$ cat config.mk
export PLATFORM = sky130hd
export DESIGN_NAME = irq_collector
export DESIGN_NICKNAME = d
export VERILOG_FILES = /design/src/rtl/irq_pkg.sv /design/src/rtl/irq_src_cell.sv /design/src/rtl/irq_ctrl.sv /design/src/rtl/irq_datapath.sv /design/src/rtl/irq_collector.sv
export SDC_FILE = /design/constraint.sdc
export NUM_CORES = 1
export LEC_CHECK = 0
export BUFFER_PORTS_ARGS = -buffer_cell sky130_fd_sc_hd__clkbuf_2
export CORE_ASPECT_RATIO = 1.2
export CORE_MARGIN = 2
export CORE_UTILIZATION = 45
export DETAILED_ROUTE_END_ITERATION = 10
export PLACE_DENSITY = 0.89
export SLEW_MARGIN = 10
export SYNTH_ARGS = -nofsm -noshare
export SYNTH_HDL_FRONTEND = slang
export SYNTH_SLANG_ARGS = --single-unit
$ cat constraint.sdc
create_clock -name clk -period 1.65 [get_ports clk]
set_input_delay 0.33 -clock clk [delete_from_list [all_inputs] [get_ports clk]]
set_output_delay 0.33 -clock clk [all_outputs]
set_load 0.02 [all_outputs]
$ cat src/rtl/irq_pkg.sv
package irq_pkg;

  // Strobes passed from the control module to the datapath each cycle
  typedef struct packed {
    logic clrValid;   // a host clear is being applied at this edge
  } irqCtrlT;

endpackage

$ cat src/rtl/irq_src_cell.sv
module irq_src_cell #(
  parameter bit IS_LEVEL = 1'b1
) (
  input  logic clk,
  input  logic rst_n,
  input  logic srcIn,
  input  logic clrHit,
  output logic statusBit,
  output logic pendBit
);

  logic syncQ;
  logic setHit;

  // single input register ahead of edge detection
  always_ff @(posedge clk or negedge rst_n) begin
    if (!rst_n) syncQ <= 1'b0;
    else        syncQ <= srcIn;
  end

  generate
    if (IS_LEVEL) begin : g_level
      logic prevQ;
      always_ff @(posedge clk or negedge rst_n) begin
        if (!rst_n) prevQ <= 1'b0;
        else        prevQ <= syncQ;
      end
      assign setHit    = syncQ ^ prevQ;
      assign statusBit = syncQ;


      level_edge_chk: assert property (@(posedge clk) disable iff (!rst_n)
        (statusBit != prevQ) |=> pendBit);
    end else begin : g_event
      assign setHit    = syncQ;
      assign statusBit = 1'b0;


      event_set_chk: assert property (@(posedge clk) disable iff (!rst_n)
        syncQ |=> pendBit);
    end
  endgenerate

  // set has priority over clear
  always_ff @(posedge clk or negedge rst_n) begin
    if (!rst_n) pendBit <= 1'b0;
    else        pendBit <= setHit | (pendBit & ~clrHit);
  end


  sticky_pend_chk: assert property (@(posedge clk) disable iff (!rst_n)
    (pendBit && !clrHit) |=> pendBit);


  clear_done_chk: assert property (@(posedge clk) disable iff (!rst_n)
    (clrHit && !setHit) |=> !pendBit);


  set_wins_chk: assert property (@(posedge clk) disable iff (!rst_n)
    (clrHit && setHit) |=> pendBit);

endmodule

$ cat src/rtl/irq_ctrl.sv
module irq_ctrl #(
  parameter int NUM_SRC = 8
) (
  input  logic                clk,
  input  logic                rst_n,
  input  logic                clrStrobe,
  input  logic [NUM_SRC-1:0]  pendIn,
  input  logic [NUM_SRC-1:0]  enableMask,
  output irq_pkg::irqCtrlT    ctrlStrobe,
  output logic                irqOut
);

  assign ctrlStrobe.clrValid = clrStrobe;
  assign irqOut = |(pendIn & enableMask);


  irq_masked_chk: assert property (@(posedge clk) disable iff (!rst_n)
    ((pendIn & enableMask) == '0) |-> !irqOut);


  irq_raised_chk: assert property (@(posedge clk) disable iff (!rst_n)
    ((pendIn & enableMask) != '0) |-> irqOut);

endmodule

$ cat src/rtl/irq_datapath.sv
module irq_datapath #(
  parameter int                  NUM_SRC   = 8,
  parameter logic [NUM_SRC-1:0]  LEVEL_MAP = '1
) (
  input  logic                clk,
  input  logic                rst_n,
  input  logic [NUM_SRC-1:0]  srcIn,
  input  logic [NUM_SRC-1:0]  clrMask,
  input  irq_pkg::irqCtrlT    ctrlStrobe,
  output logic [NUM_SRC-1:0]  statusOut,
  output logic [NUM_SRC-1:0]  pendOut
);

  logic [NUM_SRC-1:0] clrVec;

  assign clrVec = ctrlStrobe.clrValid ? clrMask : '0;

  for (genvar i = 0; i < NUM_SRC; i++) begin : g_src
    irq_src_cell #(.IS_LEVEL(LEVEL_MAP[i])) i_cell (
      .clk       (clk),
      .rst_n     (rst_n),
      .srcIn     (srcIn[i]),
      .clrHit    (clrVec[i]),
      .statusBit (statusOut[i]),
      .pendBit   (pendOut[i])
    );
  end

endmodule

$ cat src/rtl/irq_collector.sv
module irq_collector #(
  parameter int                  NUM_SRC   = 8,
  parameter logic [NUM_SRC-1:0]  LEVEL_MAP = 8'h0F
) (
  input  logic                clk,
  input  logic                rst_n,
  input  logic [NUM_SRC-1:0]  srcIn,
  input  logic                clrStrobe,
  input  logic [NUM_SRC-1:0]  clrMask,
  input  logic [NUM_SRC-1:0]  enableMask,
  output logic [NUM_SRC-1:0]  statusOut,
  output logic [NUM_SRC-1:0]  pendOut,
  output logic                irqOut
);

  irq_pkg::irqCtrlT ctrlStrobe;

  irq_ctrl #(.NUM_SRC(NUM_SRC)) i_ctrl (
    .clk        (clk),
    .rst_n      (rst_n),
    .clrStrobe  (clrStrobe),
    .pendIn     (pendOut),
    .enableMask (enableMask),
    .ctrlStrobe (ctrlStrobe),
    .irqOut     (irqOut)
  );

  irq_datapath #(.NUM_SRC(NUM_SRC), .LEVEL_MAP(LEVEL_MAP)) i_dp (
    .clk        (clk),
    .rst_n      (rst_n),
    .srcIn      (srcIn),
    .clrMask    (clrMask),
    .ctrlStrobe (ctrlStrobe),
    .statusOut  (statusOut),
    .pendOut    (pendOut)
  );

endmodule

==> results.py, run 1 <==
metrics = {
    "run_status": {
        "outcome": "finished clean",
    },
    "layout": {
        "drive_gt1_share_pct": 45.7,
        "num_antenna_cells": 0,
        "fin_cells": 110,
        "fin_nets": 121,
        "syn_to_final_growth_pct": 16.9,
    },
    "grt": {
        "grtUsageMet3_pct": 2.20,
        "grt_usage_pct": 12.5,
        "grt_max_degree": 21,
        "grt_use_met1_pct": 12.0,
        "gr-usage-met2_pct": 23.6,
        "grt-ovfl-total": 0,
        "grt_pass1_wl_um": 1930,
        "antenna_found_initial": 0,
        "grt_pass1_vias": 496,
        "grt.busiest_layer": "met2",
    },
    "detailed_routing": {
        "wirelength_um": 1180,
        "via_per_inst": 4.49,
        "num_vias": 494,
        "first_pass_iters": 2,
        "ant_nets": 0,
        "first_iter_violations": 2,
        "drc": 0,
        "wl_per_cell_um": 10.7,
    },
    "clocking": {
        "cts_hold_buf": 1,
        "ctsResizeCount": 0,
        "htree_levels": 1,
        "clock-sinks": 20,
        "cts_tree": "done",
        "cts_buffers": 3,
        "cts_buffer_depth": 2,
        "clk_latency_ps": 280,
        "path_clk_slew_ps": 90,
        "cts_setup_buffers": 0,
        "clock_tree.root_cell": "clkbuf_4",
    },
    "worst_setup_path": {
        "critPathTopFamily": "flip-flops",
        "setup.worst_path.end_class": "output pin",
        "path_buf_inv": 1,
        "cp_slowest_cell": "dfrtp_1",
        "crit_required_ps": 1320,
        "slowest_delay_ps": 410,
        "worst-path-max-fanout": 3,
        "path_class": "flip-flop to output pin",
        "critPathLaunchType": "flip-flop",
        "crit_chain": "a22oi_1, nand4_1, clkbuf_2",
        "cp_data_arrival_time_ps": 1150,
    },
    "floorplanning": {
        "row_count": 16,
        "dieWidth_um": 42.3,
        "die_area_sq_um": 2120,
        "start_util_pct": 48.3,
        "io_pins": 44,
        "fp.dieH_um": 50.0,
        "core_sq_um": 1640,
    },
    "pwr": {
        "intPower_uw": 663,
        "power_density_nw_per_um2": 946,
        "irDropWorstVdd_uv": 478,
        "pwr-share-comb_pct": 14.9,
        "pwr-share-seq_pct": 61.8,
        "pwr-share-clk_pct": 23.4,
        "leakage_uw": 0.000489,
        "p_sw_uw": 215,
        "p_sw_share_pct": 24.5,
    },
    "placement": {
        "place_inst": 106,
        "place.gp.congestion": 0.601,
        "port_buffers": 39,
        "dp_hpwl_um": 984,
        "pre_cts_ws_ps": 428,
    },
    "synthesis": {
        "netlist.area_leader.share_pct": 63.1,
        "synth-main-ff-cell": "dfrtp_1",
        "syn_area_per_cell_sq_um": 12.6,
        "async_flop_share_pct": 100,
        "ys_warn_count": 0,
        "ys_seq_area_share_pct": 63.1,
        "syn-instance-count": 63,
        "synth_commonest_cells": "dfrtp_1 (20), buf_4 (17), a21o_1 (8), nand2_1 (8)",
        "ys_types": 8,
        "yosys.area.top_type": "dfrtp_1",
        "syn-cell-area_sq_um": 793,
        "synth_edf_count": 0,
        "ys_seq_elements": 20,
        "synth_most_common_cell": "dfrtp_1",
        "synth_area_leaders": "dfrtp_1 (63%), buf_4 (16%), a21o_1 (7.6%), xor2_1 (4.4%), a22oi_1 (3.8%)",
    },
    "timing": {
        "rsz0062_at_grt": "false",
        "fmax_ghz": 0.674,
        "setup_ws_ps": 167,
        "finalMaxSlewViolations": 0,
        "post-route-period-util_pct": 89.9,
        "finalSetupViolCount": 0,
        "timing.setup.tns_ps": 0,
        "hold_viol": 0,
        "finalCriticalPeriod_ps": 1480,
        "clock_skew_ps": 0.877,
    },
    "flow_run": {
        "drv_cap": 0,
    },
    "min_path": {
        "hold_path.class": "input port to flip-flop",
    },
}
[per-stage QoR]
stage               cell area, sq um  total power [uW]  util (%)  hold slack, ps
floorplan                        805               654         -            34.4
global placement                 895               678      54.5             293
detailed placement               895               684      54.5             303
CTS                              927               894      56.5             138
global route                     927               925      56.5             133
finish                           927               877      56.5             148
[worst reg2reg max path, cell delays in order (launching register included)]
cell and delay (ps):
dfrtp_1 410, xor2_1 150, a21o_1 160
[per-layer routing]
metal,vias up,wire [um]
li1,249,-
met1,223,421
met2,20,649
met3,2,94
met4,0,13
met5,-,0
[flip-flops by register name (all words and copies together), names as in the netlist]
| name | count |
|---|---|
| i_dp.g_src.i_cell.g_level.prevQ | 4 |
| i_dp.g_src.i_cell.pendBit | 8 |
| i_dp.g_src.i_cell.setHit | 4 |
| i_dp.g_src.i_cell.statusBit | 4 |
[power groups by stage]
stage | combinational [uW] | clock, uW | sequential (uW)
floorplan | 107 | 0 | 547
detailed placement | 132 | 0 | 552
CTS | 134 | 217 | 542
global placement | 128 | 0 | 550
global route | 145 | 234 | 547
finish | 131 | 205 | 542
[layout by cell type (no fill, tap or decap)]
cell and n:
a22oi_1 4, clkbuf_4 3, dlygate4sd3_1 1, dfrtp_1 20, conb_1 4, xor2_1 4
nand2_1 8, clkbuf_2 39, nand4_1 1, a21o_1 8
[final timing paths]
kind / startpoint / end / slack (ps) / depth (start not counted)
max: i_dp.g_src[3].i_cell.pendBit / irqOut / 170 / 3
min: srcIn[6] / i_dp.g_src[6].i_cell.setHit / 150 / 1
max reg2reg: i_dp.g_src[3].i_cell.statusBit / i_dp.g_src[3].i_cell.pendBit / 830 / 2
min reg2reg: i_dp.g_src[0].i_cell.statusBit / i_dp.g_src[0].i_cell.g_level.prevQ / 430 / 0
max in group asynchronous: rst_n / i_dp.g_src[1].i_cell.pendBit / 820 / 2
min in group asynchronous: rst_n / i_dp.g_src[1].i_cell.g_level.prevQ / 520 / 2
[logic make-up after synthesis]
family | Yosys count | synth area share, %
xor gates and xnor gates | 4 | 4.42
AOI/OAI and AO/OA | 12 | 11.4
DFF | 20 | 63.1
other | 1 | 0.473
buffers and inverters | 17 | 16.1
and+or+nand+nor | 9 | 4.57
[cell type report]
type,count,area [sq um]
Clock buffer,3,22.5
Fill cell,148,714
Multi-Input combinational cell,29,176
Sequential cell,20,500
Tap cell,18,22.5
Timing Repair Buffer,40,205
Power figures use the tool's default switching activity.
==> run 2: changes to the inputs <==
--- a/config.mk
+++ b/config.mk
@@ -10,6 +10,7 @@
 export CORE_MARGIN = 2
 export CORE_UTILIZATION = 45
 export DETAILED_ROUTE_END_ITERATION = 10
+export MAX_ROUTING_LAYER = met4
 export PLACE_DENSITY = 0.89
 export SLEW_MARGIN = 10
 export SYNTH_ARGS = -nofsm -noshare
==> constraint.sdc (replaced) <==
create_clock -name clk -period 1.65 [get_ports clk]
set_input_delay 0.2475 -clock clk [delete_from_list [all_inputs] [get_ports clk]]
set_output_delay 0.2475 -clock clk [all_outputs]
set_load 0.02 [all_outputs]
==> run 2 against run 1 <==
Via count up 3.2%. Highest routed layer unchanged. Fmax grew 6.3%. Wire length is 1.4% lower. Total power increased by 0.13%. Cell area is the same. Non-clock buffer count unchanged. First-iteration DRC count fell by 50%. Combinational power hardly changed. Count of clock-buffer cells in the layout is the same. Die area unchanged. Global-route usage up 0.35 points. Final cell count is the same.
==> results.py, run 2 (synthesized netlist as in run 1, its figures left out) <==
metrics = {
    "worst_setup_path": {
        "crit_required_ps": 1400,
        "cp_data_arrival_time_ps": 1150,
        "crit_chain": "a22oi_1, nand4_1, clkbuf_2",
        "critPathTopFamily": "flip-flops",
        "slowest_delay_ps": 400,
        "critPathLaunchType": "flip-flop",
        "cp_slowest_cell": "dfrtp_1",
        "setup.worst_path.end_class": "output pin",
        "reg2reg_slack_ps": 830,
        "path_class": "flip-flop to output pin",
        "worst-path-max-fanout": 3,
        "path_buf_inv": 1,
    },
    "detailed_routing": {
        "drc": 0,
        "wirelength_um": 1160,
        "wl_per_cell_um": 10.6,
        "first_iter_violations": 1,
        "ant_nets": 0,
        "first_pass_iters": 2,
        "num_vias": 510,
        "via_per_inst": 4.64,
    },
    "floorplanning": {
        "fp.dieH_um": 50.0,
        "row_count": 16,
        "core_sq_um": 1640,
        "die_area_sq_um": 2120,
        "start_util_pct": 48.3,
        "io_pins": 44,
        "dieWidth_um": 42.3,
    },
    "placement": {
        "place.gp.congestion": 0.606,
        "port_buffers": 39,
        "place_inst": 106,
        "placed_cell_area_sq_um": 895,
        "dp_hpwl_um": 989,
    },
    "pwr": {
        "irDropWorstVdd_uv": 494,
        "pwr-share-seq_pct": 61.6,
        "p_sw_uw": 216,
        "leakage_uw": 0.000489,
        "p_sw_share_pct": 24.5,
        "power_density_nw_per_um2": 947,
        "pwr-share-comb_pct": 14.9,
        "pwr-share-clk_pct": 23.5,
        "intPower_uw": 663,
    },
    "clocking": {
        "clk_latency_ps": 280,
        "clock_tree.root_cell": "clkbuf_4",
        "cts_tree": "done",
        "ctsResizeCount": 0,
        "htree_levels": 1,
        "path_clk_slew_ps": 100,
        "clock-sinks": 20,
        "cts_buffer_depth": 2,
        "cts_buffers": 3,
    },
    "grt": {
        "antenna_found_initial": 0,
        "grt_pass1_wl_um": 1930,
        "grt-ovfl-total": 0,
        "grt_pass1_vias": 496,
        "grt_usage_pct": 12.8,
        "grt_max_degree": 21,
    },
    "timing": {
        "fmax_ghz": 0.717,
        "finalCriticalPeriod_ps": 1390,
        "hold_ws_ps": 61.0,
        "hold_viol": 0,
        "finalMaxSlewViolations": 0,
        "clock_skew_ps": 0.750,
        "post-route-period-util_pct": 84.5,
        "finalSetupViolCount": 0,
        "rsz0062_at_grt": "false",
        "timing.setup.tns_ps": 0,
    },
    "layout": {
        "final_util_pct": 56.5,
        "fin_cells": 110,
        "largest_register_ffs": 8,
        "layout_common_cells": "clkbuf_2 (39), dfrtp_1 (20), nand2_1 (8), a21o_1 (8)",
        "fin_nets": 121,
        "num_antenna_cells": 0,
        "final_common_cell": "clkbuf_2",
        "syn_to_final_growth_pct": 16.9,
        "largest_register": "i_dp.g_src.i_cell.pendBit",
        "drive_gt1_share_pct": 45.7,
        "finalInstanceArea_sq_um": 927,
    },
    "flow_run": {
        "drv_cap": 0,
    },
    "min_path": {
        "hold_path.class": "input port to flip-flop",
    },
    "run_status": {
        "outcome": "finished clean",
    },
}
==> run 2: cell counts in the layout (fill, tap and decap cells not counted) <==
Identical to the previous run, type by type.
==> run 2: worst reg2reg max path: stages, from the launching register on <==
cell	delay, ps
dfrtp_1	420
xor2_1	150
a21o_1	150
==> run 2: power by group through the flow <==
stage	sequential (uW)	clock, uW	combinational (uW)
6_report	541	206	131
5_1_grt	546	239	145
4_1_cts	542	215	135
3_5_place_dp	552	0	133
3_3_place_gp	549	0	130
2_1_floorplan	547	0	107
==> run 2: final timing paths <==
| check | startpoint | endpoint | cells past startpoint |
|---|---|---|---|
| setup / recovery | i_dp.g_src[3].i_cell.pendBit | irqOut | 3 |
| hold / removal | srcIn[7] | i_dp.g_src[7].i_cell.setHit | 1 |
| setup reg to reg | i_dp.g_src[3].i_cell.statusBit | i_dp.g_src[3].i_cell.pendBit | 2 |
| hold reg to reg | i_dp.g_src[0].i_cell.statusBit | i_dp.g_src[0].i_cell.g_level.prevQ | 0 |
| max in group asynchronous | rst_n | i_dp.g_src[1].i_cell.pendBit | 2 |
| min in group asynchronous | rst_n | i_dp.g_src[7].i_cell.setHit | 2 |
==> run 2: repair_timing <==
item | 4_1_cts | 5_1_grt
setup buffers | 0 | 0
hold endpoints to repair | 20 | 0
endpoints found under the setup margin | 0 | 0
hold buffers | 1 | 0
==> run 2: metrics by stage <==
stage	total power, uW	setup slack (ps)
floorplan	654	625
global placement	679	557
detailed placement	684	539
CTS	891	218
global route	931	170
finish	878	255
==> run 2: final cells by class <==
class                           count  area, sq um
Tap cell                           18         22.5
Timing Repair Buffer               40          205
Sequential cell                    20          500
Fill cell                         145          714
Clock buffer                        3         22.5
Multi-Input combinational cell     29          176
==> run 2: layer usage <==
| layer | vias to the layer above | routed length (um) | track usage, % |
|---|---|---|---|
| li1 | 247 | - | - |
| met1 | 239 | 421 | 13.3 |
| met2 | 22 | 636 | 22.1 |
| met3 | 2 | 96 | 3.66 |
| met4 | 0 | 8 | 6.25 |
| met5 | - | 0 | - |
==> run 3: changes to the inputs <==
--- a/config.mk
+++ b/config.mk
@@ -5,13 +5,14 @@
 export SDC_FILE = /design/constraint.sdc
 export NUM_CORES = 1
 export LEC_CHECK = 0
+export ABC_AREA = 1
 export BUFFER_PORTS_ARGS = -buffer_cell sky130_fd_sc_hd__clkbuf_2
 export CORE_ASPECT_RATIO = 1.2
 export CORE_MARGIN = 2
-export CORE_UTILIZATION = 45
+export CORE_UTILIZATION = 42
 export DETAILED_ROUTE_END_ITERATION = 10
 export MAX_ROUTING_LAYER = met4
-export PLACE_DENSITY = 0.89
+export PLACE_DENSITY = 0.84
 export SLEW_MARGIN = 10
 export SYNTH_ARGS = -nofsm -noshare
 export SYNTH_HDL_FRONTEND = slang
==> constraint.sdc (replaced) <==
create_clock -name clk -period 1.45 [get_ports clk]
set_input_delay 0.2175 -clock clk [delete_from_list [all_inputs] [get_ports clk]]
set_output_delay 0.2175 -clock clk [all_outputs]
set_load 0.02 [all_outputs]
==> run 3 against run 2 <==
Critical path depth is 2 higher. Final cell count is 15% higher. First-iteration DRC count is 100% higher. Wire length is 14% higher. Hold slack worse by 41 ps. Combinational power is 24% higher. Via count is 8.2% higher. Total power is 24% higher. Critical path type unchanged. Largest power group unchanged.
==> results.py, run 3 <==
metrics = {
    "layout": {
        "fillers": 183,
        "num_antenna_cells": 0,
        "largest_register_ffs": 8,
        "final_util_pct": 53.1,
        "fin_nets": 136,
        "syn_to_final_growth_pct": 19.0,
        "fin_cells": 127,
        "multi_input_area_sq_um": 196,
        "drive_gt1_share_pct": 39.8,
        "final_common_cell": "clkbuf_2",
        "regArea_sq_um": 500,
        "largest_register": "i_dp.g_src.i_cell.pendBit",
        "layout_common_cells": "clkbuf_2 (38), nand2_1 (29), dfrtp_1 (20)",
    },
    "detailed_routing": {
        "ant_nets": 0,
        "num_vias": 552,
        "first_iter_violations": 2,
        "wirelength_um": 1320,
        "drc": 0,
        "via_per_inst": 4.35,
        "first_pass_iters": 3,
        "wl_per_cell_um": 10.4,
    },
    "timing": {
        "clock_skew_ps": 1.07,
        "post-route-period-util_pct": 92.9,
        "finalMaxSlewViolations": 0,
        "fmax_ghz": 0.742,
        "timing.setup.tns_ps": 0,
        "finalSetupViolCount": 0,
        "rsz0062_at_grt": "true",
        "setup_ws_ps": 103,
        "finalCriticalPeriod_ps": 1350,
        "hold_viol": 0,
    },
    "placement": {
        "place_inst": 121,
        "place.gp.congestion": 0.705,
        "pre_cts_ws_ps": 412,
        "dp_hpwl_um": 1090,
        "port_buffers": 39,
    },
    "grt": {
        "grt_max_degree": 21,
        "grt_pass1_wl_um": 2210,
        "grt-ovfl-total": 0,
        "antenna_found_initial": 0,
        "grt_pass1_vias": 548,
        "grt_usage_pct": 14.1,
    },
    "run_status": {
        "outcome": "finished clean",
    },
    "synthesis": {
        "ys_types": 8,
        "yosys.area.top_type": "dfrtp_1",
        "ys_seq_area_share_pct": 61.3,
        "netlist.area_leader.share_pct": 61.3,
        "ys_seq_elements": 20,
        "syn_area_per_cell_sq_um": 10.6,
        "async_flop_share_pct": 100,
        "syn-instance-count": 77,
        "ys_warn_count": 0,
        "synth_most_common_cell": "nand2_1",
        "syn-cell-area_sq_um": 817,
        "synth_commonest_cells": "nand2_1 (29), dfrtp_1 (20), buf_4 (16), a21o_1 (4), xnor2_1 (4)",
        "synth_area_leaders": "dfrtp_1 (61%), buf_4 (15%), nand2_1 (13%), xnor2_1 (4.3%), a21o_1 (3.7%)",
        "synth_edf_count": 0,
        "synth-main-ff-cell": "dfrtp_1",
    },
    "flow_run": {
        "drv_cap": 0,
    },
    "floorplanning": {
        "die_area_sq_um": 2320,
        "fp.dieH_um": 52.3,
        "row_count": 17,
        "dieWidth_um": 44.3,
        "io_pins": 44,
        "start_util_pct": 44.7,
        "core_sq_um": 1830,
    },
    "clocking": {
        "cts_tree": "done",
        "cts_buffers": 3,
        "clk_latency_ps": 290,
        "cts_buffer_depth": 2,
        "clock-sinks": 20,
        "path_clk_slew_ps": 100,
        "clock_tree.root_cell": "clkbuf_4",
        "htree_levels": 1,
    },
    "worst_setup_path": {
        "setup.worst_path.end_class": "output pin",
        "r2r_cells": 2,
        "worst-path-max-fanout": 3,
        "crit_required_ps": 1230,
        "reg2reg_slack_ps": 710,
        "crit_end": "irqOut",
        "rr_endpoint": "i_dp.g_src[0].i_cell.pendBit",
        "r2r_start": "i_dp.g_src[0].i_cell.statusBit",
        "startpoint": "i_dp.g_src[0].i_cell.pendBit",
        "critPathLaunchType": "flip-flop",
        "path_class": "flip-flop to output pin",
        "cp_data_arrival_time_ps": 1130,
    },
    "pwr": {
        "irDropWorstVdd_uv": 811,
        "power_density_nw_per_um2": 1120,
        "leakage_uw": 0.000530,
    },
    "min_path": {
        "hold_path.class": "input port to flip-flop",
    },
}
## run 3: cell count changes after synthesis, sizes merged
| cell | before | now |
|---|---|---|
| a22oi | 4 | 0 |
| xnor2 | 0 | 4 |
| nand4 | 1 | 0 |
| xor2 | 4 | 0 |
| nand2 | 8 | 29 |
| nor2 | 0 | 2 |
| a21o | 8 | 4 |
## run 3: how the worst min path moves through the flow
stage | end | startpoint | slack, ps | cells after the start
6_report | i_dp.g_src[6].i_cell.setHit | srcIn[6] | 20 | 1
5_1_grt | i_dp.g_src[1].i_cell.statusBit | srcIn[1] | 0.6 | 1
4_1_cts | i_dp.g_src[6].i_cell.setHit | srcIn[6] | 10 | 1
3_5_place_dp | i_dp.g_src[0].i_cell.statusBit | rst_n | 190 | 1
3_3_place_gp | i_dp.g_src[2].i_cell.statusBit | rst_n | 180 | 1
2_1_floorplan | i_dp.g_src[0].i_cell.g_level.prevQ | rst_n | -80 | 0
## run 3: worst max-delay path, stage by stage (launching register included)
cell     delay, ps
dfrtp_1        410
nand2_1         70
nand2_1         50
nor2_1          90
nand2_1         60
buf_2          150
## run 3: what timing repair did
action,4_1_cts,5_1_grt
hold buffers,1,1
endpoints found under the setup margin,0,1
buffers inserted,0,0
gates resized for setup,0,1
hold endpoints to repair,20,1
## run 3: area by class of cell
class,count,share of cell area [%]
flip-flops and latches,20,51.5
well taps,19,2.45
clock buffers,4,3.73
repair buffers,41,22.1
multi-input cells,43,20.2
## run 3: metal layers
metal | vias up | share of wire [%] | global-route usage, %
met3 | 4 | 6.4 | 3.10
met2 | 25 | 53 | 23.0
met1 | 247 | 38 | 15.2
met4 | 0 | 2.4 | 9.09
met5 | - | 0 | -
li1 | 276 | - | -
## run 3: metrics by stage
step / area, sq um / hold slack (ps) / total power [uW]
6_report: 972 / 20.0 / 1090
5_1_grt: 972 / 0.582 / 1150
4_1_cts: 962 / 12.6 / 1100
3_5_place_dp: 916 / 192 / 788
3_3_place_gp: 916 / 185 / 783
2_1_floorplan: 828 / -78.1 / 753
## run 3: power breakdown
group / internal (uW) / total (uW) / switching, uW
clock network: 153 / 309 / 156
logic: 68.8 / 162 / 92.8
registers: 593 / 616 / 23.1
total: 814 / 1090 / 272
## run 3: cells by family (layout without fill, tap and decap cells)
logic type | Yosys count | in the layout | share of synthesized area [%]
simple gates | 31 | 31 | 14.2
xor+xnor | 4 | 4 | 4.29
compound gates | 4 | 4 | 3.68
flops | 20 | 20 | 61.3
buf+inv | 17 | 45 | 16.1
other cells | 1 | 4 | 0.459
